--- config.mk ---
export PLATFORM = sky130hd
export DESIGN_NAME = tslot_arbiter
export DESIGN_NICKNAME = d
export VERILOG_FILES = /design/src/rtl/arb_pkg.sv /design/src/rtl/arb_slot_counter.sv /design/src/rtl/arb_slot_map.sv /design/src/rtl/arb_pick.sv /design/src/rtl/tslot_arbiter.sv
export SDC_FILE = /design/constraint.sdc
export NUM_CORES = 1
export LEC_CHECK = 0
export BUFFER_PORTS_ARGS = -buffer_cell sky130_fd_sc_hd__buf_2
export CAP_MARGIN = 20
export CORE_MARGIN = 8
export CORE_UTILIZATION = 45
export DETAILED_ROUTE_END_ITERATION = 7
export HOLD_SLACK_MARGIN = 0.02
export PLACE_DENSITY = 0.8
export SYNTH_ARGS = -nofsm -noshare
export SYNTH_HDL_FRONTEND = slang
export SYNTH_SLANG_ARGS = --single-unit
export TNS_END_PERCENT = 50
--- constraint.sdc ---
create_clock -name clk -period 5.99 [get_ports clk]
set_input_delay 0.2995 -clock clk [delete_from_list [all_inputs] [get_ports clk]]
set_output_delay 0.2995 -clock clk [all_outputs]
set_load 0.02 [all_outputs]
--- src/rtl/arb_pkg.sv ---
package arb_pkg;

    // Offsets of the shared-requester grant bits above the fixed channels.
    typedef enum logic [1:0] {
        SRC_DISP = 2'd0,
        SRC_COP  = 2'd1,
        SRC_CPU  = 2'd2,
        SRC_BLT  = 2'd3
    } shared_src_e;

    localparam int NUM_SHARED = 4;

    // Decoded attributes of the current slot.
    typedef struct packed {
        logic       cpu_phase;   // even slot: processor may use it
        logic       owned;       // odd slot preassigned to a fixed channel
        logic [7:0] owner;       // which fixed channel owns it
        logic       disp_claim;  // display fetch claims it at this plane count
    } slot_class_t;

endpackage

--- src/rtl/arb_slot_counter.sv ---
module arb_slot_counter #(
    parameter int LINE_SLOTS = 228,
    parameter int SW         = (LINE_SLOTS > 1) ? $clog2(LINE_SLOTS) : 1
) (
    input  logic          clk,
    input  logic          rst_n,
    input  logic          line_start,
    output logic [SW-1:0] slot_o
);

    localparam logic [SW-1:0] LAST = SW'(LINE_SLOTS - 1);

    typedef struct packed {
        logic [SW-1:0] slot;
    } ctr_t;

    ctr_t st_d, st_q;

    always_comb begin
        st_d = st_q;
        if (line_start) begin
            st_d.slot = '0;
        end else if (st_q.slot == LAST) begin
            st_d.slot = '0;
        end else begin
            st_d.slot = st_q.slot + 1'b1;
        end
    end

    always_ff @(posedge clk) begin
        if (!rst_n) begin
            st_q <= '0;
        end else begin
            st_q <= st_d;
        end
    end

    assign slot_o = st_q.slot;

endmodule

--- src/rtl/arb_slot_map.sv ---
module arb_slot_map
    import arb_pkg::*;
#(
    parameter int SW         = 8,
    parameter int NUM_FIX    = 4,
    parameter int FIX_STRIDE = 8
) (
    input  logic [SW-1:0] slot_i,
    input  logic [2:0]    planes_i,
    output slot_class_t   cls_o
);

    int unsigned pair_i;
    int unsigned pos_i;
    logic [2:0]  n_eff;
    logic [2:0]  need;

    always_comb begin
        // Fixed ownership: odd slots, channel picked by pair index modulo stride.
        pair_i = 32'(slot_i >> 1);
        pos_i  = pair_i % FIX_STRIDE;
        cls_o.cpu_phase = ~slot_i[0];
        cls_o.owned     = slot_i[0] && (pos_i < NUM_FIX);
        cls_o.owner     = 8'(pos_i);

        // Display claim: plane count needed before a position is used.
        n_eff = (planes_i > 3'd4) ? 3'd4 : planes_i;
        unique case (slot_i[1:0])
            2'b01:   need = 3'd1;
            2'b11:   need = 3'd2;
            2'b00:   need = 3'd3;
            default: need = 3'd4;
        endcase
        cls_o.disp_claim = (n_eff >= need);
    end

endmodule

--- src/rtl/arb_pick.sv ---
module arb_pick
    import arb_pkg::*;
#(
    parameter int NUM_FIX = 4,
    parameter int NG      = NUM_FIX + NUM_SHARED
) (
    input  slot_class_t        cls_i,
    input  logic [NUM_FIX-1:0] fix_req,
    input  logic               disp_req,
    input  logic               cop_req,
    input  logic               cpu_req,
    input  logic               cpu_shared,
    input  logic               blt_req,
    input  logic               blt_yield,
    input  logic               blank,
    output logic [NG-1:0]      gnt,
    output logic               cpu_wait
);

    localparam int B_DISP = NUM_FIX + int'(SRC_DISP);
    localparam int B_COP  = NUM_FIX + int'(SRC_COP);
    localparam int B_CPU  = NUM_FIX + int'(SRC_CPU);
    localparam int B_BLT  = NUM_FIX + int'(SRC_BLT);

    logic [NUM_FIX-1:0] fix_sel;
    logic fix_hit, disp_hit, cop_hit, cpu_ok, free_slot;
    logic cpu_win, blt_win;

    // One selector per fixed channel.
    for (genvar k = 0; k < NUM_FIX; k++) begin : g_fix
        assign fix_sel[k] = cls_i.owned && (cls_i.owner == 8'(k)) && fix_req[k];
    end

    always_comb begin
        fix_hit   = |fix_sel;
        disp_hit  = !fix_hit && cls_i.disp_claim && disp_req && !blank;
        cop_hit   = !fix_hit && !disp_hit && cop_req;
        cpu_ok    = cls_i.cpu_phase && cpu_req && cpu_shared;
        free_slot = !(fix_hit || disp_hit || cop_hit);

        cpu_win = 1'b0;
        blt_win = 1'b0;
        if (free_slot) begin
            if (blt_yield) begin
                cpu_win = cpu_ok;
                blt_win = !cpu_ok && blt_req;
            end else begin
                blt_win = blt_req;
                cpu_win = !blt_req && cpu_ok;
            end
        end

        gnt                = '0;
        gnt[NUM_FIX-1:0]   = fix_sel;
        gnt[B_DISP]        = disp_hit;
        gnt[B_COP]         = cop_hit;
        gnt[B_CPU]         = cpu_win;
        gnt[B_BLT]         = blt_win;

        cpu_wait = cpu_ok && !cpu_win;
    end

endmodule

--- src/rtl/tslot_arbiter.sv ---
module tslot_arbiter
    import arb_pkg::*;
#(
    parameter int LINE_SLOTS = 228,
    parameter int NUM_FIX    = 4,
    parameter int FIX_STRIDE = 8,
    parameter int SW         = (LINE_SLOTS > 1) ? $clog2(LINE_SLOTS) : 1,
    parameter int NG         = NUM_FIX + NUM_SHARED
) (
    input  logic               clk,
    input  logic               rst_n,
    input  logic               line_start,
    input  logic [NUM_FIX-1:0] fix_req,
    input  logic               disp_req,
    input  logic               cop_req,
    input  logic               cpu_req,
    input  logic               cpu_shared,
    input  logic               blt_req,
    input  logic               blt_yield,
    input  logic               hblank,
    input  logic               vblank,
    input  logic [2:0]         planes,
    output logic [NG-1:0]      gnt,
    output logic               cpu_wait,
    output logic [SW-1:0]      slot_idx
);

    slot_class_t cls;

    arb_slot_counter #(
        .LINE_SLOTS (LINE_SLOTS),
        .SW         (SW)
    ) u_ctr (
        .clk        (clk),
        .rst_n      (rst_n),
        .line_start (line_start),
        .slot_o     (slot_idx)
    );

    arb_slot_map #(
        .SW         (SW),
        .NUM_FIX    (NUM_FIX),
        .FIX_STRIDE (FIX_STRIDE)
    ) u_map (
        .slot_i   (slot_idx),
        .planes_i (planes),
        .cls_o    (cls)
    );

    arb_pick #(
        .NUM_FIX (NUM_FIX),
        .NG      (NG)
    ) u_pick (
        .cls_i      (cls),
        .fix_req    (fix_req),
        .disp_req   (disp_req),
        .cop_req    (cop_req),
        .cpu_req    (cpu_req),
        .cpu_shared (cpu_shared),
        .blt_req    (blt_req),
        .blt_yield  (blt_yield),
        .blank      (hblank | vblank),
        .gnt        (gnt),
        .cpu_wait   (cpu_wait)
    );

endmodule

# Yosys cells after proc, flatten, opt, wreduce, memory -nomap -nowiden
# Index checks and enable logic that the tools add are counted.
dict set report word_totals {
  output_inout_bits 17
  mem_count 0
  elab_cells 51
  rom_bits 0
  regBits 8
  latch_bits 0
  input_bits 18
  ramBits 0
}
dict set report op_classes {
  n_lt_le_gt_ge 3
  muxes 6
  reduce_logical 31
  div_mod_pow 0
  n_addsub 1
  multipliers 0
  n_bitwise 3
  shift 0
  eq_ne 6
}
# operator count
set ops {}
lappend ops {{logical AND 1 bit} 19}
lappend ops {{case mux 3 bit (3 select lines)} 1}
lappend ops {{adder 8 x 1 -> 8 bit (second input constant)} 1}
lappend ops {{equality test 8 bit (second input constant)} 1}
lappend ops {{logical NOT 8 bit} 1}
lappend ops {{equality test 3 x 2 -> 1 bit (second input constant)} 2}
lappend ops {{logical NOT 1 bit} 6}
lappend ops {{two-way mux 1 bit} 4}
lappend ops {{OR reduction 4 bit} 1}
lappend ops {{equality test 3 x 1 -> 1 bit (second input constant)} 1}
lappend ops {{>= comparator 3 bit} 1}
lappend ops {{> comparator 3 bit (second input constant)} 1}
lappend ops {{< comparator 3 bit (second input constant)} 1}
lappend ops {{two-way mux 3 bit} 1}
lappend ops {{OR reduction 3 bit} 1}
lappend ops {{equality test 2 x 1 -> 1 bit (second input constant)} 1}
lappend ops {{equality test 2 bit (second input constant)} 1}
lappend ops {{logical NOT 2 bit} 1}
lappend ops {{logical OR 1 bit} 2}
lappend ops {{inverter 1 bit} 2}
lappend ops {{bitwise OR 1 bit} 1}

# Depth between registers and ports, before layout
# Gate-level depths: netlist (run 1).
dict set report logic_depth {
  word_depth 16
  mapped_depth 11
  ltp_nobuf 9
}

# Hierarchy
# A second synthesis (run 1) with hierarchy kept.
dict set report unflattened {
  cells_unflattened 98
  hier_area_um2 780.7
}
# mod n_inst seq_area_each_um2 area_each_um2 cells_each
set by_module_without_submodules {}
lappend by_module_without_submodules {arb_slot_counter 1 160.2 366.6 39}
lappend by_module_without_submodules {arb_pick 1 0.0 210.2 30}
lappend by_module_without_submodules {arb_slot_map 1 0.0 197.7 28}
lappend by_module_without_submodules {tslot_arbiter 1 0.0 6.3 1}

# Least setup slack after synthesis (run 1)
# No wires, ideal clock.
dict set report synth_path {
  kind {reg-to-output}
  from {register u_ctr.st_q (netlist bit u_ctr.slot_o[1])}
  to {output port cpu_wait}
  path_stages_with_launch 11
  arrival_time_ns 2.106
  setup_slack_ns 3.585
  path_buffers 1
  required_time_ns 5.691
  cell_sequence {dfxtp_1 clkbuf_1 inv_1 ha_1 nor2_1 nor2_1 ha_1 nor2b_1 o21ai_0 nand3_1 a21boi_0}
}
dict set report synth_between {
  elab_chain_len 16
  elab_cells_between_ends 32
  cone_classes {order compare: 2; eq/ne: 5; mux: 2; reduce/logical: 23}
}
# element line_no
set synth_lines {}
lappend synth_lines {{start, declared} arb_slot_counter.sv:17} ;# ctr_t st_d, st_q;
lappend synth_lines {{start signal, assigned} arb_slot_counter.sv:34} ;# st_q <= st_d;
lappend synth_lines {{< comparator 3 bit} arb_slot_map.sv:23} ;# cls_o.owned = slot_i[0] && (pos_i < NUM_FIX);
lappend synth_lines {{logical AND 1 bit} arb_slot_map.sv:23}
lappend synth_lines {{logical AND 1 bit (2 in a row)} arb_pick.sv:31} ;# assign fix_sel[k] = cls_i.owned && (cls_i.owner == 8'(k)) && fix_req[k];
lappend synth_lines {{OR reduction 4 bit} arb_pick.sv:35} ;# fix_hit = |fix_sel;
lappend synth_lines {{logical NOT 1 bit} {arb_pick.sv:36, arb_pick.sv:37}}
lappend synth_lines {{logical AND 1 bit (3 in a row)} arb_pick.sv:36} ;# disp_hit = !fix_hit && cls_i.disp_claim && disp_req && !blank;
lappend synth_lines {{logical NOT 1 bit} arb_pick.sv:37} ;# cop_hit = !fix_hit && !disp_hit && cop_req;
lappend synth_lines {{logical AND 1 bit (2 in a row)} arb_pick.sv:37}
lappend synth_lines {{logical OR 1 bit (*)} arb_pick.sv:39} ;# free_slot = !(fix_hit || disp_hit || cop_hit);
lappend synth_lines {{two-way mux 1 bit (*)} arb_pick.sv:43} ;# if (free_slot) begin
lappend synth_lines {{logical NOT 1 bit (*)} arb_pick.sv:60} ;# cpu_wait = cpu_ok && !cpu_win;
lappend synth_lines {{logical AND 1 bit (*)} arb_pick.sv:60}
lappend synth_lines {{end, declared} tslot_arbiter.sv:24} ;# output logic cpu_wait,
# Mark *: on every way between the ends. The rest lies on a longest branch, timed or not.

# Final worst setup path (run 1)
dict set report layout_path {
  from {register u_ctr.st_q (netlist bit u_ctr.slot_o[1])}
  to {output port gnt[7]}
}
dict set report layout_between {
  elab_chain_len 14
  elab_cells_between_ends 30
  cone_classes {order compare: 2; eq/ne: 5; mux: 2; reduce/logical: 21}
}
# element line_no
set layout_lines {}
lappend layout_lines {{< comparator 3 bit} arb_slot_map.sv:23}
lappend layout_lines {{logical AND 1 bit} arb_slot_map.sv:23}
lappend layout_lines {{logical AND 1 bit (2 in a row)} arb_pick.sv:31}
lappend layout_lines {{OR reduction 4 bit} arb_pick.sv:35}
lappend layout_lines {{logical NOT 1 bit} {arb_pick.sv:36, arb_pick.sv:37}}
lappend layout_lines {{logical AND 1 bit (3 in a row)} arb_pick.sv:36}
lappend layout_lines {{logical NOT 1 bit} arb_pick.sv:37}
lappend layout_lines {{logical AND 1 bit (2 in a row)} arb_pick.sv:37}
lappend layout_lines {{logical OR 1 bit (*)} arb_pick.sv:39}
lappend layout_lines {{two-way mux 1 bit (*)} arb_pick.sv:43}
lappend layout_lines {{end, declared} tslot_arbiter.sv:23} ;# output logic [NG-1:0] gnt,
# Marked as above.

==> flow_summary.ini, run 1 <==
[run]
cap_violations = 0

[timing]
tightest_slew_ps = 347
skew_ps = 2.96
fmax_mhz = 382
min_period_ps = 2620
setup_viol = 0
period_share_pct = 43.7
setup_tns_ps = 0
drv_slew = 0
rsz0062_at_grt = no
hold_viol = 0
slew_headroom_pct = 76.8
worst_slack_ps = 3370

[yosys]
synth_cells = 85
yosys-top-cells-area = dfxtp_1 24%, ha_1 13%, buf_4 7.8%
ys_async_sr_fraction_pct = 0
yosysSeqAreaShare_pct = 23.8
synth_seq_cells = 8
yosysMostFrequentCell = nor2_1
synthDistinctLibCells = 27
synth_top_family_by_area = simple AND/OR/NAND/NOR gates
synth_area_leader_cell = dfxtp_1
synth.net_count = 110
yosys.area_share.adder_pct = 13.0
synth_enable_flop_cells = 0
yosys_most_used_dff = dfxtp_1
synth_common_cells = 13 x nor2_1, 8 x dfxtp_1
synthMuxAreaShare_pct = 2.97
synth_xor_area_share_pct = 6.51
syn_avg_cell_area_um2 = 7.92
synth_warnings = 0
synth_top_area_share_pct = 23.8
synthSimpleGateAreaFrac_pct = 31.0
synth_compound_area_share_pct = 9.85
netlist_area_um2 = 673

[worst_hold_path]
min_path_cells = 3
hold_path.class = in2reg

[grt]
grt.overflow.total = 0
gr-usage-all-layers_pct = 10.5
grt_max_degree = 11
grt_pass1_wl_um = 2390
grt_pass1_vias = 620
antenna_found_initial = 0

[worst_setup_path]
crit_fanout = 10
required_ps = 5690
critPathKind = reg2out
r2r_slack_ps = 4430
rr_worst_depth = 4
crit_arrival_ps = 2320
end_kind = output port
cp-start-kind = flip-flop

[routing]
dr.pass1.iters = 4
vias = 628
ant_nets = 0
wl_per_cell_um = 11.5
via_per_inst = 4.87
wl_um = 1480
drc_errors = 0
dr.first_iter.drc_count = 5

[clock_network]
clk_pin_slew_ps = 50
cts_made_buffers = 3
cts_resized = 0
cts_buffer_depth = 2
cts_tree = done
root_buffer = clkbuf_4
ctsHoldBuffers = 0
clock_latency_ps = 250
post_cts_buffers = 0
h-tree-depth = 1
cts.sinks = 8

[die]
start_util_pct = 46.3
dieArea_mm2 = 0.00299
pin_count = 35
core_mm2 = 0.00145
die_h_um = 54.7
die_x_um = 54.7
fp-row-count = 14

[pwr]
irDropWorstVdd_mv = 0.125
leakage_nw = 0.403
power_density_mw_per_mm2 = 148

[finish]
final_area_um2 = 826
nets = 140
n_antenna_cell = 0
drive_gt1_share_pct = 35.4
syn2layout_area_growth_pct = 22.7
largest_register_ff_count = 8

[placement]
pre_cts_slack_ps = 3620
port_buffers = 34
gp_congestion = 0.718
placed_area_um2 = 803
dp_hpwl_um = 1260

[run_status]
status = completed
## area by class of cell
| class | count | area, um2 |
|---|---|---|
| fill | 145 | 628 |
| sequential | 8 | 160 |
| timing repair buffer | 34 | 170 |
| clock buffer | 3 | 22.5 |
| tap | 16 | 20.0 |
| multi-input combinational | 61 | 427 |
| inverter | 7 | 26.3 |
## logic make-up after synthesis
group,Yosys count
buffers and inverters,16
muxes,2
AOI/OAI and AO/OA,8
and+or+nand+nor,39
DFF,8
xor gates and xnor gates,5
adders and majority gates,7
## metal layers
metal,wire length (um),vias to the layer above,global-route usage (%)
met5,0,-,0
met4,12,0,3.69
met3,202,2,2.72
met2,703,24,19.1
met1,560,268,11.4
li1,-,334,-
## path summary, 6_finish.rpt
check                                startpoint              end
worst min register to register  u_ctr.slot_o[0]  u_ctr.slot_o[0]
worst min-delay path                      rst_n  u_ctr.slot_o[2]
worst max-delay path            u_ctr.slot_o[1]           gnt[7]
worst max register to register  u_ctr.slot_o[5]  u_ctr.slot_o[3]
## cells in the final DEF, fill, tap and decap left out
cell / count
xnor2_1: 3
nor3b_1: 3
nand3_1: 3
and2_1: 1
o21ai_0: 1
buf_2: 34
inv_1: 7
nor2b_1: 2
and4b_1: 1
mux2i_1: 2
or3b_2: 1
nor2_1: 13
a31oi_1: 1
or4b_4: 1
dfxtp_1: 8
a21boi_0: 1
ha_1: 7
nor3_1: 1
o22ai_1: 1
nand2_1: 7
a21oi_1: 3
and3_1: 3
nand2b_1: 1
o311ai_4: 1
xor2_1: 2
nand3b_1: 2
clkbuf_4: 3
## power breakdown
group / leakage (nW) / switching [W] / internal, W
sequential: 0.0647 / 0.00000140 / 0.0000539
clock: 0.0138 / 0.0000169 / 0.0000228
combinational: 0.324 / 0.0000143 / 0.0000128
## critical path: stages, from the launching register on
cell and delay, ps:
dfxtp_1 520, inv_1 130, ha_1 200, nor2_1 100, nor2_1 50, ha_1 260, nor2b_1 100, o21ai_0 120
a31oi_1 230, and4b_1 210, buf_2 160
## per-stage QoR
stage               std cells  total power, W  hold slack (ps)  utilization [%]
global route              129        0.000130              344             56.8
CTS                       129        0.000124              330             56.8
floorplan                  85       0.0000750              446                -
global placement          126       0.0000830              501             55.2
detailed placement        126       0.0000839              512             55.2
finish                    129        0.000122              334             56.8
Power figures use the tool's default switching activity.
==> run 2: changes to the inputs <==
--- a/config.mk
+++ b/config.mk
@@ -5,13 +5,14 @@
 export SDC_FILE = /design/constraint.sdc
 export NUM_CORES = 1
 export LEC_CHECK = 0
+export ABC_AREA = 1
 export BUFFER_PORTS_ARGS = -buffer_cell sky130_fd_sc_hd__buf_2
 export CAP_MARGIN = 20
 export CORE_MARGIN = 8
-export CORE_UTILIZATION = 45
+export CORE_UTILIZATION = 40
 export DETAILED_ROUTE_END_ITERATION = 7
 export HOLD_SLACK_MARGIN = 0.02
-export PLACE_DENSITY = 0.8
+export PLACE_DENSITY = 0.74
 export SYNTH_ARGS = -nofsm -noshare
 export SYNTH_HDL_FRONTEND = slang
 export SYNTH_SLANG_ARGS = --single-unit
==> constraint.sdc (replaced) <==
create_clock -name clk -period 2.25 [get_ports clk]
set_input_delay 0.1125 -clock clk [delete_from_list [all_inputs] [get_ports clk]]
set_output_delay 0.1125 -clock clk [all_outputs]
set_load 0.02 [all_outputs]
==> run 2 against run 1 <==
Clock power rose to 2.7 times the previous value. Register-to-register slack got worse by 3500 ps. Global-route usage rose by 0.25 points. Clock skew fell by 0.73 ps. Synthesized cell count rose by 28%. Sequential share of layout area fell by 0.98 points. Total power rose to 2.7 times the previous value. Design area rose by 8.6%. Flip-flop and latch count did not move. Combinational power rose to 2.8 times the previous value. Hold slack got worse by 140 ps. Core utilization fell by 4.3 points. Highest routed layer unchanged.
==> flow_summary.ini, run 2 <==
[grt]
antenna_found_initial = 0
grt.overflow.total = 0
grt_pass1_wl_um = 2950
grt_max_degree = 9
grt_pass1_vias = 732
gr-usage-all-layers_pct = 10.7

[timing]
skew_ps = 2.23
period_share_pct = 92.6
fmax_mhz = 480
tightest_slew_ps = 266
min_period_ps = 2080
setup_tns_ps = 0
slew_headroom_pct = 82.3
drv_slew = 0
setup_viol = 0
rsz0062_at_grt = no
hold_viol = 0

[yosys]
synth.net_count = 134
yosys_most_used_dff = dfxtp_1
synth_top_area_share_pct = 22.2
synth_compound_area_share_pct = 9.53
syn_avg_cell_area_um2 = 6.62
yosysMostFrequentCell = inv_1
synthMuxAreaShare_pct = 0
synth_enable_flop_cells = 0
ys_async_sr_fraction_pct = 0
synth_top_family_by_area = simple AND/OR/NAND/NOR gates
yosys.area_share.adder_pct = 12.1
yosysSeqAreaShare_pct = 22.2
synth_warnings = 0
synth_common_cells = 22 x inv_1, 18 x nand2_1, 11 x nor2_1, 8 x dfxtp_1
synth_seq_cells = 8
synthDistinctLibCells = 22
synthSimpleGateAreaFrac_pct = 33.6
netlist_area_um2 = 722
synth_area_leader_cell = dfxtp_1
yosys-top-cells-area = dfxtp_1 22%, ha_1 12%, inv_1 11%
synth_xor_area_share_pct = 1.21
synth_cells = 109

[placement]
gp_congestion = 0.836
placed_area_um2 = 867
port_buffers = 34
dp_hpwl_um = 1540

[pwr]
leakage_nw = 0.550
irDropWorstVdd_mv = 0.284
power_density_mw_per_mm2 = 369

[die]
die_h_um = 58.5
start_util_pct = 42.3
dieArea_mm2 = 0.00342
die_x_um = 58.5
core_mm2 = 0.00171
fp-row-count = 15
pin_count = 35

[routing]
wl_um = 1810
dr.first_iter.drc_count = 12
vias = 737
drc_errors = 0
via_per_inst = 4.52
ant_nets = 0
dr.pass1.iters = 4
wl_per_cell_um = 11.1

[clock_network]
cts_tree = done
h-tree-depth = 1
clk_pin_slew_ps = 50
cts.sinks = 8
root_buffer = clkbuf_4
cts_made_buffers = 3
cts_buffer_depth = 2
clock_latency_ps = 250
ctsHoldBuffers = 0

[worst_setup_path]
rr_worst_depth = 6
startpoint = u_ctr.slot_o[0]
endpoint = cpu_wait
cp-start-kind = flip-flop
r2r_slack_ps = 960
r2r-start = u_ctr.slot_o[1]
critPathKind = reg2out
crit_arrival_ps = 1970
reg2reg_to = u_ctr.slot_o[7]
required_ps = 2140
end_kind = output port
crit_fanout = 7

[finish]
final_area_um2 = 897
nets = 165
final_common_cell = buf_2
n_antenna_cell = 0
drive_gt1_share_pct = 37.7
largest_register_ff_count = 8
most-common-layout-cells = 34 x buf_2, 22 x inv_1, 17 x nand2_1
syn2layout_area_growth_pct = 24.3

[worst_hold_path]
hold_path.class = in2reg

[run]
cap_violations = 0

[run_status]
status = completed
[run 2: changes by cell type in the layout (fill, tap and decap cells not counted), sizes merged, moves of 2 or more]
cell and change:
a21oi +2, and3 -3, inv +19, mux2i -2
nand2 +11, nand3 +4, nand3b -2, nand4 +2
nor2 +2, nor2b -2, nor3 +3, o21ai +3
xnor2 -3
[run 2: report_power, final]
part | internal, W | switching (W) | total (W) | leakage (nW)
logic | 0.0000330 | 0.0000439 | 0.0000769 | 0.470
registers | 0.000143 | 0.00000295 | 0.000146 | 0.0658
clock network | 0.0000609 | 0.0000470 | 0.000108 | 0.0138
[run 2: layout make-up]
cell class                      count  area, um2
Sequential cell                     8        165
Multi-Input combinational cell     67        410
Timing Repair Buffer               34        170
Tap cell                           25       31.3
Clock buffer                        3       22.5
Inverter                           26       97.6
Fill cell                         194        811
[run 2: cell families (layout without fill, tap and decap cells)]
| logic type | Yosys count | after routing |
|---|---|---|
| AO/OA/AOI/OAI | 10 | 10 |
| XOR/XNOR | 1 | 1 |
| AND/OR/NAND/NOR | 49 | 49 |
| flip-flops | 8 | 8 |
| adder cells (fa/ha/maj) | 7 | 7 |
| buffers and inverters | 34 | 63 |
[run 2: what timing repair did]
action	in CTS	in global routing
buffers inserted	0	0
setup endpoints to repair	0	5
resized for setup	0	4
[run 2: worst max-delay path, stage by stage (launching register included)]
cell and delay, ps:
dfxtp_4 370, inv_1 80, ha_1 320, ha_1 310, nand3_1 90, nand3_1 90, nand2_2 80, nand4_1 110
nand2_1 70, inv_1 30, buf_2 150
[run 2: per-layer routing]
layer | GRT usage (%) | share of wire [%] | vias to the layer above
met5 | 0 | 0 | -
met4 | 6.99 | 2.3 | 0
met3 | 4.13 | 11 | 5
met2 | 18.3 | 44 | 34
met1 | 10.7 | 42 | 309
li1 | - | - | 389
[run 2: how the worst min path moves through the flow]
| stage | endpoint | startpoint | depth (start not counted) | slack (ps) |
|---|---|---|---|---|
| global route | u_ctr.slot_o[0] | line_start | 4 | 200 |
| finish | u_ctr.slot_o[0] | line_start | 4 | 190 |
| global placement | u_ctr.slot_o[1] | line_start | 4 | 460 |
| CTS | u_ctr.slot_o[3] | line_start | 4 | 190 |
| floorplan | u_ctr.slot_o[1] | line_start | 3 | 340 |
| detailed placement | u_ctr.slot_o[1] | line_start | 4 | 470 |
[run 2: stage by stage]
stage	cells	worst slack [ps]	hold slack, ps	total power [W]	utilization [%]
after floorplan	109	333	337	0.000202	-
after global placement	160	399	455	0.000223	50.8
after CTS	163	23.1	193	0.000337	52.1
after detailed placement	160	304	467	0.000226	50.8
final	163	167	189	0.000331	52.5
after global routing	163	10.2	201	0.000349	52.5
